## src/rtl/floor_divmod.sv

```systemverilog
module floor_divmod #(
  parameter int AW = 8,
  parameter int BW = 8,
  parameter int QW = 8,
  parameter bit A_SIGNED = 1'b1,
  parameter bit B_SIGNED = 1'b1
) (
  input  logic          clk,
  input  logic          rst_n,
  input  logic          start,
  input  logic [AW-1:0] a_in,
  input  logic [BW-1:0] b_in,
  output logic          busy,
  output logic          done,
  output logic [QW-1:0] quotient,
  output logic [AW-1:0] remainder,
  output logic          div_by_zero
);
  localparam int  M0    = (AW > BW) ? AW : BW;
  localparam int  M     = (M0 > QW) ? M0 : QW;
  localparam int  W     = M + 1;
  localparam int  CW    = $clog2(W + 1);
  localparam bit  FLOOR = A_SIGNED && B_SIGNED;

  // operands widened by their own signedness
  logic [W-1:0] a_x, b_x, b_pm, n_x, n_mag, b_mag;
  assign a_x = {{(W-AW){A_SIGNED ? a_in[AW-1] : 1'b0}}, a_in};
  assign b_x = {{(W-BW){B_SIGNED ? b_in[BW-1] : 1'b0}}, b_in};

  logic adj_now;
  assign adj_now = FLOOR && (a_x[W-1] ^ b_x[W-1]) && (a_in != '0);
  assign b_pm    = b_x[W-1] ? b_x + 1'b1 : b_x - 1'b1;
  assign n_x     = adj_now ? a_x - b_pm : a_x;
  assign n_mag   = n_x[W-1] ? ~n_x + 1'b1 : n_x;
  assign b_mag   = b_x[W-1] ? ~b_x + 1'b1 : b_x;

  logic [CW-1:0] cnt;
  logic [W-1:0]  rem_r, quo_r, dvs_r, bsx_r;
  logic [AW-1:0] a_r;
  logic          negq_r, negr_r, adj_r;

  logic [W:0] shifted, trial;
  assign shifted = {rem_r, quo_r[W-1]};
  assign trial   = shifted - {1'b0, dvs_r};

  always_ff @(posedge clk or negedge rst_n) begin
    if (!rst_n) begin
      busy        <= 1'b0;
      done        <= 1'b0;
      cnt         <= '0;
      rem_r       <= '0;
      quo_r       <= '0;
      dvs_r       <= '0;
      bsx_r       <= '0;
      a_r         <= '0;
      negq_r      <= 1'b0;
      negr_r      <= 1'b0;
      adj_r       <= 1'b0;
      quotient    <= '0;
      remainder   <= '0;
      div_by_zero <= 1'b0;
    end else begin
      done <= 1'b0;
      if (!busy) begin
        if (start) begin
          busy   <= 1'b1;
          cnt    <= CW'(W);
          rem_r  <= '0;
          quo_r  <= n_mag;
          dvs_r  <= b_mag;
          bsx_r  <= b_x;
          a_r    <= a_in;
          negq_r <= n_x[W-1] ^ b_x[W-1];
          negr_r <= n_x[W-1];
          adj_r  <= adj_now;
        end
      end else if (cnt != '0) begin
        cnt <= cnt - 1'b1;
        if (!trial[W]) begin
          rem_r <= trial[W-1:0];
          quo_r <= {quo_r[W-2:0], 1'b1};
        end else begin
          rem_r <= shifted[W-1:0];
          quo_r <= {quo_r[W-2:0], 1'b0};
        end
      end else begin
        busy <= 1'b0;
        done <= 1'b1;
        if (dvs_r == '0) begin
          div_by_zero <= 1'b1;
          quotient    <= '1;
          remainder   <= a_r;
        end else begin
          div_by_zero <= 1'b0;
          quotient    <= QW'(negq_r ? ~quo_r + 1'b1 : quo_r);
          // undo the +/-1 of the dividend adjustment and add the divisor
          remainder   <= AW'((negr_r ? ~rem_r + 1'b1 : rem_r)
                             + (adj_r ? bsx_r + (bsx_r[W-1] ? W'(1) : {W{1'b1}}) : '0));
        end
      end
    end
  end

  a_r2_busy_on_accept: assert property (@(posedge clk) disable iff (!rst_n)
    start && !busy |=> busy);
  a_r2_done_pulse: assert property (@(posedge clk) disable iff (!rst_n)
    done |=> !done);
  a_r2_done_idle: assert property (@(posedge clk) disable iff (!rst_n)
    done |-> !busy);
  a_r3_divisor_held: assert property (@(posedge clk) disable iff (!rst_n)
    busy |=> $stable(dvs_r) && $stable(bsx_r) && $stable(a_r));
  a_r8_zero_quotient: assert property (@(posedge clk) disable iff (!rst_n)
    done && div_by_zero |-> (&quotient) && (remainder == a_r));
endmodule

```

## config.mk

```make
export PLATFORM = sky130hd
export DESIGN_NAME = floor_divmod
export DESIGN_NICKNAME = d
export VERILOG_FILES = /design/src/rtl/floor_divmod.sv
export SDC_FILE = /design/constraint.sdc
export NUM_CORES = 1
export LEC_CHECK = 0
export BUFFER_PORTS_ARGS = -buffer_cell sky130_fd_sc_hd__buf_4
export CAP_MARGIN = 20
export CORE_MARGIN = 2
export CORE_UTILIZATION = 50
export DETAILED_ROUTE_END_ITERATION = 8
export PLACE_DENSITY_LB_ADDON = 0.08
export REMOVE_ABC_BUFFERS = 1
export SYNTH_ARGS = -nofsm -noshare
export SYNTH_HDL_FRONTEND = slang
export SYNTH_SLANG_ARGS = --single-unit
```

## constraint.sdc

```tcl
create_clock -name clk -period 3.2 [get_ports clk]
set_input_delay 0.64 -clock clk [delete_from_list [all_inputs] [get_ports clk]]
set_output_delay 0.64 -clock clk [all_outputs]
set_load 0.01 [all_outputs]
```

Word level (Yosys, flattened, before mapping)
Index checks and enable logic that the tools add are counted.

Equality and inequality tests: 1. Multiplexer cells: 27. Reduce and logical (&&, ||, !) cells: 8. Add/sub/neg operators: 11. Bitwise gates (word level): 8.

Operators with widths (number): 9-bit two-way mux (11); 8-bit two-way mux (6); 9-bit by 1-bit adder with 9-bit output, second input constant (2); 9-bit inverter (2); 8-bit by 1-bit adder with 8-bit output, second input constant (2); 8-bit adder (2); 8-bit inverter (2); 4-bit two-way mux (3); 10-bit by 9-bit subtractor with 10-bit output (1); 8-bit by 2-bit adder with 9-bit output, second input constant (1); 9-bit logical NOT (1); 8-bit by 2-bit subtractor with 9-bit output, second input constant (1); 9-bit subtractor (1); 8-bit nonzero test (1); 1-bit two-way mux (7); 2-bit AND reduction (3); 4-bit nonzero test (1); 4-bit by 1-bit subtractor with 4-bit output, second input constant (1); 2-bit by 1-bit != test with 1-bit output, second input constant (1); 1-bit inverter (2); 2-bit nonzero test (1); 1-bit bitwise XOR (2); 1-bit logical AND (1).

Flip-flop bits (word level): 69. Logic and storage cells: 69.

Logic depth before layout (Yosys ltp)
Depth after elaboration: 9. Depth in mapped cells: 19.

Least setup slack after synthesis
OpenSTA, ideal clock, no wires.

Path kind: input to register. From: input port b_in[7]. To: register quo_r[2]. Arrival time: 3.956 ns. Stages on the path: 18. Slack: -0.878 ns. Required time: 3.078 ns. Path through: buf_2 inv_1 ha_1 a21o_1 a21oi_1 o21bai_1 a21oi_1 xor2_1 ha_1 and3_1 a221oi_2 a21oi_2 nor3_1 o32ai_2 buf_4 or3_1 nand3_1 a21oi_1.

Word-level cells in the longest chain between the ends: 8. Elaborated cells between the ends (all ways): 12. Those cells by class: add/sub: 4; mux: 5; bitwise: 2; reduce/logical: 1.

Ends and longest elaborated chain: start, declared (line 12) `input logic [BW-1:0] b_in,`; 9-bit two-way mux or 1-bit bitwise XOR (tied branches) (line 32, 31); 9-bit subtractor or 1-bit logical AND (tied branches) (line 33, 31); 9-bit two-way mux (*) (line 33) `assign n_x = adj_now ? a_x - b_pm : a_x;`; 9-bit inverter (line 34) `assign n_mag = n_x[W-1] ? ~n_x + 1'b1 : n_x;`; 9-bit by 1-bit adder with 9-bit output (line 34); 9-bit two-way mux (*) (line 34); 9-bit two-way mux (*) (line 65) `if (start) begin`; 9-bit two-way mux (*) (line 64) `if (!busy) begin`; end signal, assigned (line 69) `quo_r <= n_mag;`; end signal, assigned (line 81) `quo_r <= {quo_r[W-2:0], 1'b1};`; end signal, assigned (line 84) `quo_r <= {quo_r[W-2:0], 1'b0};`; end, declared (line 38) `logic [W-1:0] rem_r, quo_r, dvs_r, bsx_r;`.

Mark *: on every way between the ends. The rest lies on a longest branch, timed or not. The select of a mux whose other input is x is not followed. A chain may end at the register's enable or synchronous reset.

Worst setup path in the final report
From: input port b_in[7]. To: register quo_r[8].

Word-level cells in the longest chain between the ends: 9. Elaborated cells between the ends (all ways): 12. Those cells by class: add/sub: 4; mux: 5; bitwise: 2; reduce/logical: 1.

Ends and longest elaborated chain: 8-bit by 2-bit subtractor with 9-bit output or 8-bit by 2-bit adder with 9-bit output (tied branches) (line 32) `assign b_pm = b_x[W-1] ? b_x + 1'b1 : b_x - 1'b1;`; 9-bit two-way mux (line 32); 9-bit subtractor (line 33); 9-bit two-way mux (*) (line 33); 9-bit inverter (line 34); 9-bit by 1-bit adder with 9-bit output (line 34); 9-bit two-way mux (*) (line 34); 9-bit two-way mux (*) (line 65); 9-bit two-way mux (*) (line 64).

Marks and branches as above.

==> results.sh <==
export IMPL_outcome="finished with violations"
export IMPL_failed_checks="setup timing"
export IMPL_final_area_sq_mm=0.00649
export IMPL_synth_area_leader_cell="sky130_fd_sc_hd__dfrtp_1"
export IMPL_areaGrowthSynthToFinish_pct=26.3
export IMPL_syn_inst=595
export IMPL_fp_dieH_microns=105
export IMPL_initialDrtViolationCount=274
export IMPL_share_of_final_layout_standard_cells_stronger_than_drive_strength_1_pct=25.0
export IMPL_hold_ws_ps=400
export IMPL_antennaDiodeCount=0
export IMPL_number_of_buffers_and_inverters_on_the_critical_path=3
export IMPL_r2r_end="remainder[7]"
export IMPL_worstPathMaxFanout=4
export IMPL_wirelength_microns=13700
export IMPL_worst_r2r_setup_slack_ps=220
export IMPL_worst_r2r_path_depth=14
export IMPL_dp_worst_setup_slack_ps=-1060
export IMPL_synthDominantCellAreaShare_pct=33.1
export IMPL_finalPower_mw=6.50
export IMPL_wl_per_cell_microns=16.2
export IMPL_switching_share_pct=45.0
export IMPL_synth_area_per_cell_sq_um=8.64
export IMPL_die_width_microns=105
export IMPL_num_vias=4679
export IMPL_antenna_violating_nets_post_route=0
export IMPL_end_point_of_the_critical_path="quo_r[8]"
export IMPL_relSlewSlack_pct=41.3
export IMPL_synthesis_area_sq_mm=0.00514
export IMPL_synthFlopType="sky130_fd_sc_hd__dfrtp_1"
export IMPL_crit_required_ps=3460
export IMPL_power_switching_mw=2.92
export IMPL_critPathMaxStageDelay_ps=540
export IMPL_logic_gate_share_of_total_power_pct=65.1
export IMPL_finish_cell_count_without_fillers=841
export IMPL_final_number_of_hold_violating_endpoints=0
export IMPL_cp_cell_sequence="buf_8, inv_8, ha_4, a21o_1, a21oi_2, o21bai_1, a21oi_2, xor2_1, ha_1, buf_6, a221oi_4, and2b_1, xnor2_1, mux2i_1, nand2_1, or4_4, a22oi_2"
export IMPL_synth_warning_count=0
export IMPL_rr_startpoint="bsx_r[7]"
export IMPL_timing_critical_path_max_delay_family="compound AO/OA/AOI/OAI gates"
export IMPL_cp_arrival_ps=3760
export IMPL_p_int_mw=3.58
export IMPL_cp_num_cells=17
export IMPL_fp_dieArea_sq_mm=0.0111
export IMPL_setup_viol=10
export IMPL_later_pin_clock_latency_in_the_skew_report_ps=350
export IMPL_end_kind="flip-flop"
export IMPL_synth_enable_flop_cells=0
export IMPL_global_route_usage_total_pct=25.3
export IMPL_max_freq_mhz=286
export IMPL_drt_first_pass_iters=4
export IMPL_maxCapViolations=0
export IMPL_worst_clock_skew_ps=11.9
export IMPL_ys_top_cells_by_area="sky130_fd_sc_hd__dfrtp_1 33%, sky130_fd_sc_hd__ha_1 10%, sky130_fd_sc_hd__nand2_1 6.1%, sky130_fd_sc_hd__xnor2_1 5.1%, sky130_fd_sc_hd__o21ai_0 4.9%"
export IMPL_worstMarginPinSlew_ps=880
export IMPL_critical_path_slowest_cell="sky130_fd_sc_hd__or4_4"
export IMPL_place_hpwl_microns=10200
export IMPL_antenna_found_initial=0
export IMPL_grt_overflow=0
export IMPL_rsz_0062_raised_after_global_routing="true"
export IMPL_cts_buffer_depth=2
export IMPL_grt_max_degree=69
export IMPL_clock_tree_root_cell="sky130_fd_sc_hd__clkbuf_8"
export IMPL_detail_route_drc_violations=0
export IMPL_drv_slew=0
export IMPL_routabilityCongestion=0.881
export IMPL_peakVddDrop_v=0.000669
export IMPL_worst_hold_check_path_type="primary input to asynchronous set/reset pin"
export IMPL_setup_worst_path_start="b_in[7]"
export IMPL_leakage_nw=3.04
export IMPL_setup_worst_path_class="primary input to flip-flop"
export IMPL_share_clk_of_total_power_pct=9.6
export IMPL_power_density_mw_per_mm2=1000
export IMPL_buffer_ports_inserted=37
export IMPL_tritoncts_num_sinks=68
export IMPL_synth_async_reset_ratio_pct=100
export IMPL_post_route_min_period_ps=3490
export IMPL_ys_ff_latch=68
export IMPL_vias_in_the_first_global_route=4668
export IMPL_placedCellCount=814
export IMPL_core_region_area_sq_mm=0.0101
export IMPL_wire_length_of_the_first_global_routing_pass_microns=22600
export IMPL_detail_route_vias_per_cell=5.56
export IMPL_fin_crit_sh_pct=109
export IMPL_power_share_sequential_pct=25.3
export IMPL_fp_row_count=37
export IMPL_cts_inserted_buffers=9
export IMPL_timing_critical_path_mode_cell="sky130_fd_sc_hd__a21oi_2"
export IMPL_cp_start_kind="primary input"
export IMPL_post_dp_cell_area_sq_mm=0.00599
export IMPL_cts_hold_buffers_added=0
export IMPL_yosysSeqAreaShare_pct=33.1
export IMPL_nets=766
export IMPL_cts_htree_levels=3
export IMPL_clkTransAtPathRegs_ps=70
export IMPL_cts_tree="done"
export IMPL_setup_ws_ps=-293
export IMPL_ioPinCount=38
export IMPL_unique_cell_type_count_in_the_yosys_netlist=64
export IMPL_initial_core_util_pct=50.7
-- worst reg2reg max path: cells and delay by family, from the launching register on --
family          cells  cell delay, ps
compound gates      4             650
fa+ha+maj           2             550
buf+inv             1              90
flops               1             400
mux                 1             260
simple gates        6             970
-- cells in the mapped netlist (5+ instances only) --
cell	number
sky130_fd_sc_hd__or3_1	8
sky130_fd_sc_hd__nand2b_1	11
sky130_fd_sc_hd__a31oi_1	6
sky130_fd_sc_hd__nor3_1	10
sky130_fd_sc_hd__o31ai_1	7
sky130_fd_sc_hd__nand3_1	10
sky130_fd_sc_hd__and2_1	5
sky130_fd_sc_hd__nor2b_1	15
sky130_fd_sc_hd__a21o_1	9
sky130_fd_sc_hd__mux2i_1	13
sky130_fd_sc_hd__o22ai_1	5
sky130_fd_sc_hd__o22a_1	5
sky130_fd_sc_hd__clkbuf_1	13
sky130_fd_sc_hd__ha_1	42
sky130_fd_sc_hd__inv_1	34
sky130_fd_sc_hd__nand2_1	84
sky130_fd_sc_hd__xor2_1	17
sky130_fd_sc_hd__o21bai_1	6
sky130_fd_sc_hd__a21oi_1	35
sky130_fd_sc_hd__o21ai_0	50
sky130_fd_sc_hd__fa_1	5
sky130_fd_sc_hd__nor2_1	35
sky130_fd_sc_hd__xnor2_1	30
sky130_fd_sc_hd__dfrtp_1	68
-- cells by family (layout without fill, tap and decap cells) --
group | Yosys count | after routing | share of synthesized area (%)
AO/OA/AOI/OAI | 161 | 161 | 20.8
adder cells (fa/ha/maj) | 47 | 47 | 12.2
AND/OR/NAND/NOR | 204 | 204 | 19.0
XOR/XNOR | 47 | 47 | 8.01
buffers and inverters | 54 | 164 | 4.11
multiplexers | 14 | 14 | 2.75
flip-flops | 68 | 68 | 33.1
-- cell type report --
cell class	instances	area, sq um
fillers	872	3650
multi-input cells	473	3430
well taps	136	170
flip-flops and latches	68	1700
repair buffers	113	880
clock buffers	11	141
inverters	35	139
clock inverters	5	27.5
-- worst min path at each step --
| stage | from | end | slack, ps | depth (start not counted) |
|---|---|---|---|---|
| 2_1_floorplan | rst_n | a_r[0] | 340 | 0 |
| 3_3_place_gp | a_r[2] | a_r[2] | 460 | 2 |
| 3_5_place_dp | a_r[2] | a_r[2] | 470 | 2 |
| 4_1_cts | rst_n | quo_r[0] | 440 | 1 |
| 5_1_grt | rst_n | rem_r[7] | 460 | 1 |
| 6_report | rst_n | rem_r[7] | 400 | 1 |
-- cell usage in the layout (no fill, tap or decap), types with 6 or more instances in the layout --
cell type	netlist	routed
sky130_fd_sc_hd__xor2_1	17	16
sky130_fd_sc_hd__a21oi_1	35	30
sky130_fd_sc_hd__o21ai_1	4	6
sky130_fd_sc_hd__a21o_1	9	9
sky130_fd_sc_hd__nor3_1	10	8
sky130_fd_sc_hd__buf_4	1	108
sky130_fd_sc_hd__nor2b_1	15	15
sky130_fd_sc_hd__nor2_1	35	32
sky130_fd_sc_hd__mux2i_1	13	13
sky130_fd_sc_hd__nand2b_1	11	10
sky130_fd_sc_hd__dfrtp_1	68	68
sky130_fd_sc_hd__or3_1	8	8
sky130_fd_sc_hd__ha_1	42	40
sky130_fd_sc_hd__xnor2_1	30	28
sky130_fd_sc_hd__inv_1	34	32
sky130_fd_sc_hd__o21ai_0	50	46
sky130_fd_sc_hd__o21bai_1	6	6
sky130_fd_sc_hd__nand3_1	10	10
sky130_fd_sc_hd__nand2_1	84	84
sky130_fd_sc_hd__o31ai_1	7	7
sky130_fd_sc_hd__clkbuf_8	0	10
-- timing repair --
| item | in CTS | in global routing |
|---|---|---|
| resized for setup | 25 | 23 |
| pin swaps | 29 | 8 |
| setup buffers | 7 | 4 |
| setup endpoints to repair | 10 | 11 |
-- stage by stage --
step	utilization [%]	setup TNS, ps
after floorplan	-	-7020
after global placement	59.1	-8470
after detailed placement	59.1	-9700
after CTS	62.6	-1500
after global routing	64.0	-3550
final	64.0	-1920
-- registers in the layout (all words and copies together), names as in the netlist --
name	count
div_by_zero	1
rem_r	9
busy	1
dvs_r	9
a_r	8
quo_r	9
quotient	8
cnt	4
adj_r	1
done	1
bsx_r	7
negq_r	1
negr_r	1
remainder	8
-- routing by layer --
metal | track usage (%) | vias up | share of wire [%]
met4 | 7.71 | 0 | 1.6
met3 | 4.21 | 20 | 3.7
met5 | 0 | - | 0
met1 | 33.8 | 2235 | 46
met2 | 42.2 | 106 | 49
li1 | - | 2318 | -
-- power by group through the flow --
stage	logic, mW	registers, mW	clock network [mW]
detailed placement	4.02	1.65	0
CTS	4.13	1.64	0.640
global route	4.73	1.70	0.684
finish	4.23	1.64	0.623
floorplan	2.84	1.60	0
global placement	3.89	1.64	0
No activity file was read; power rests on OpenSTA's default activity.
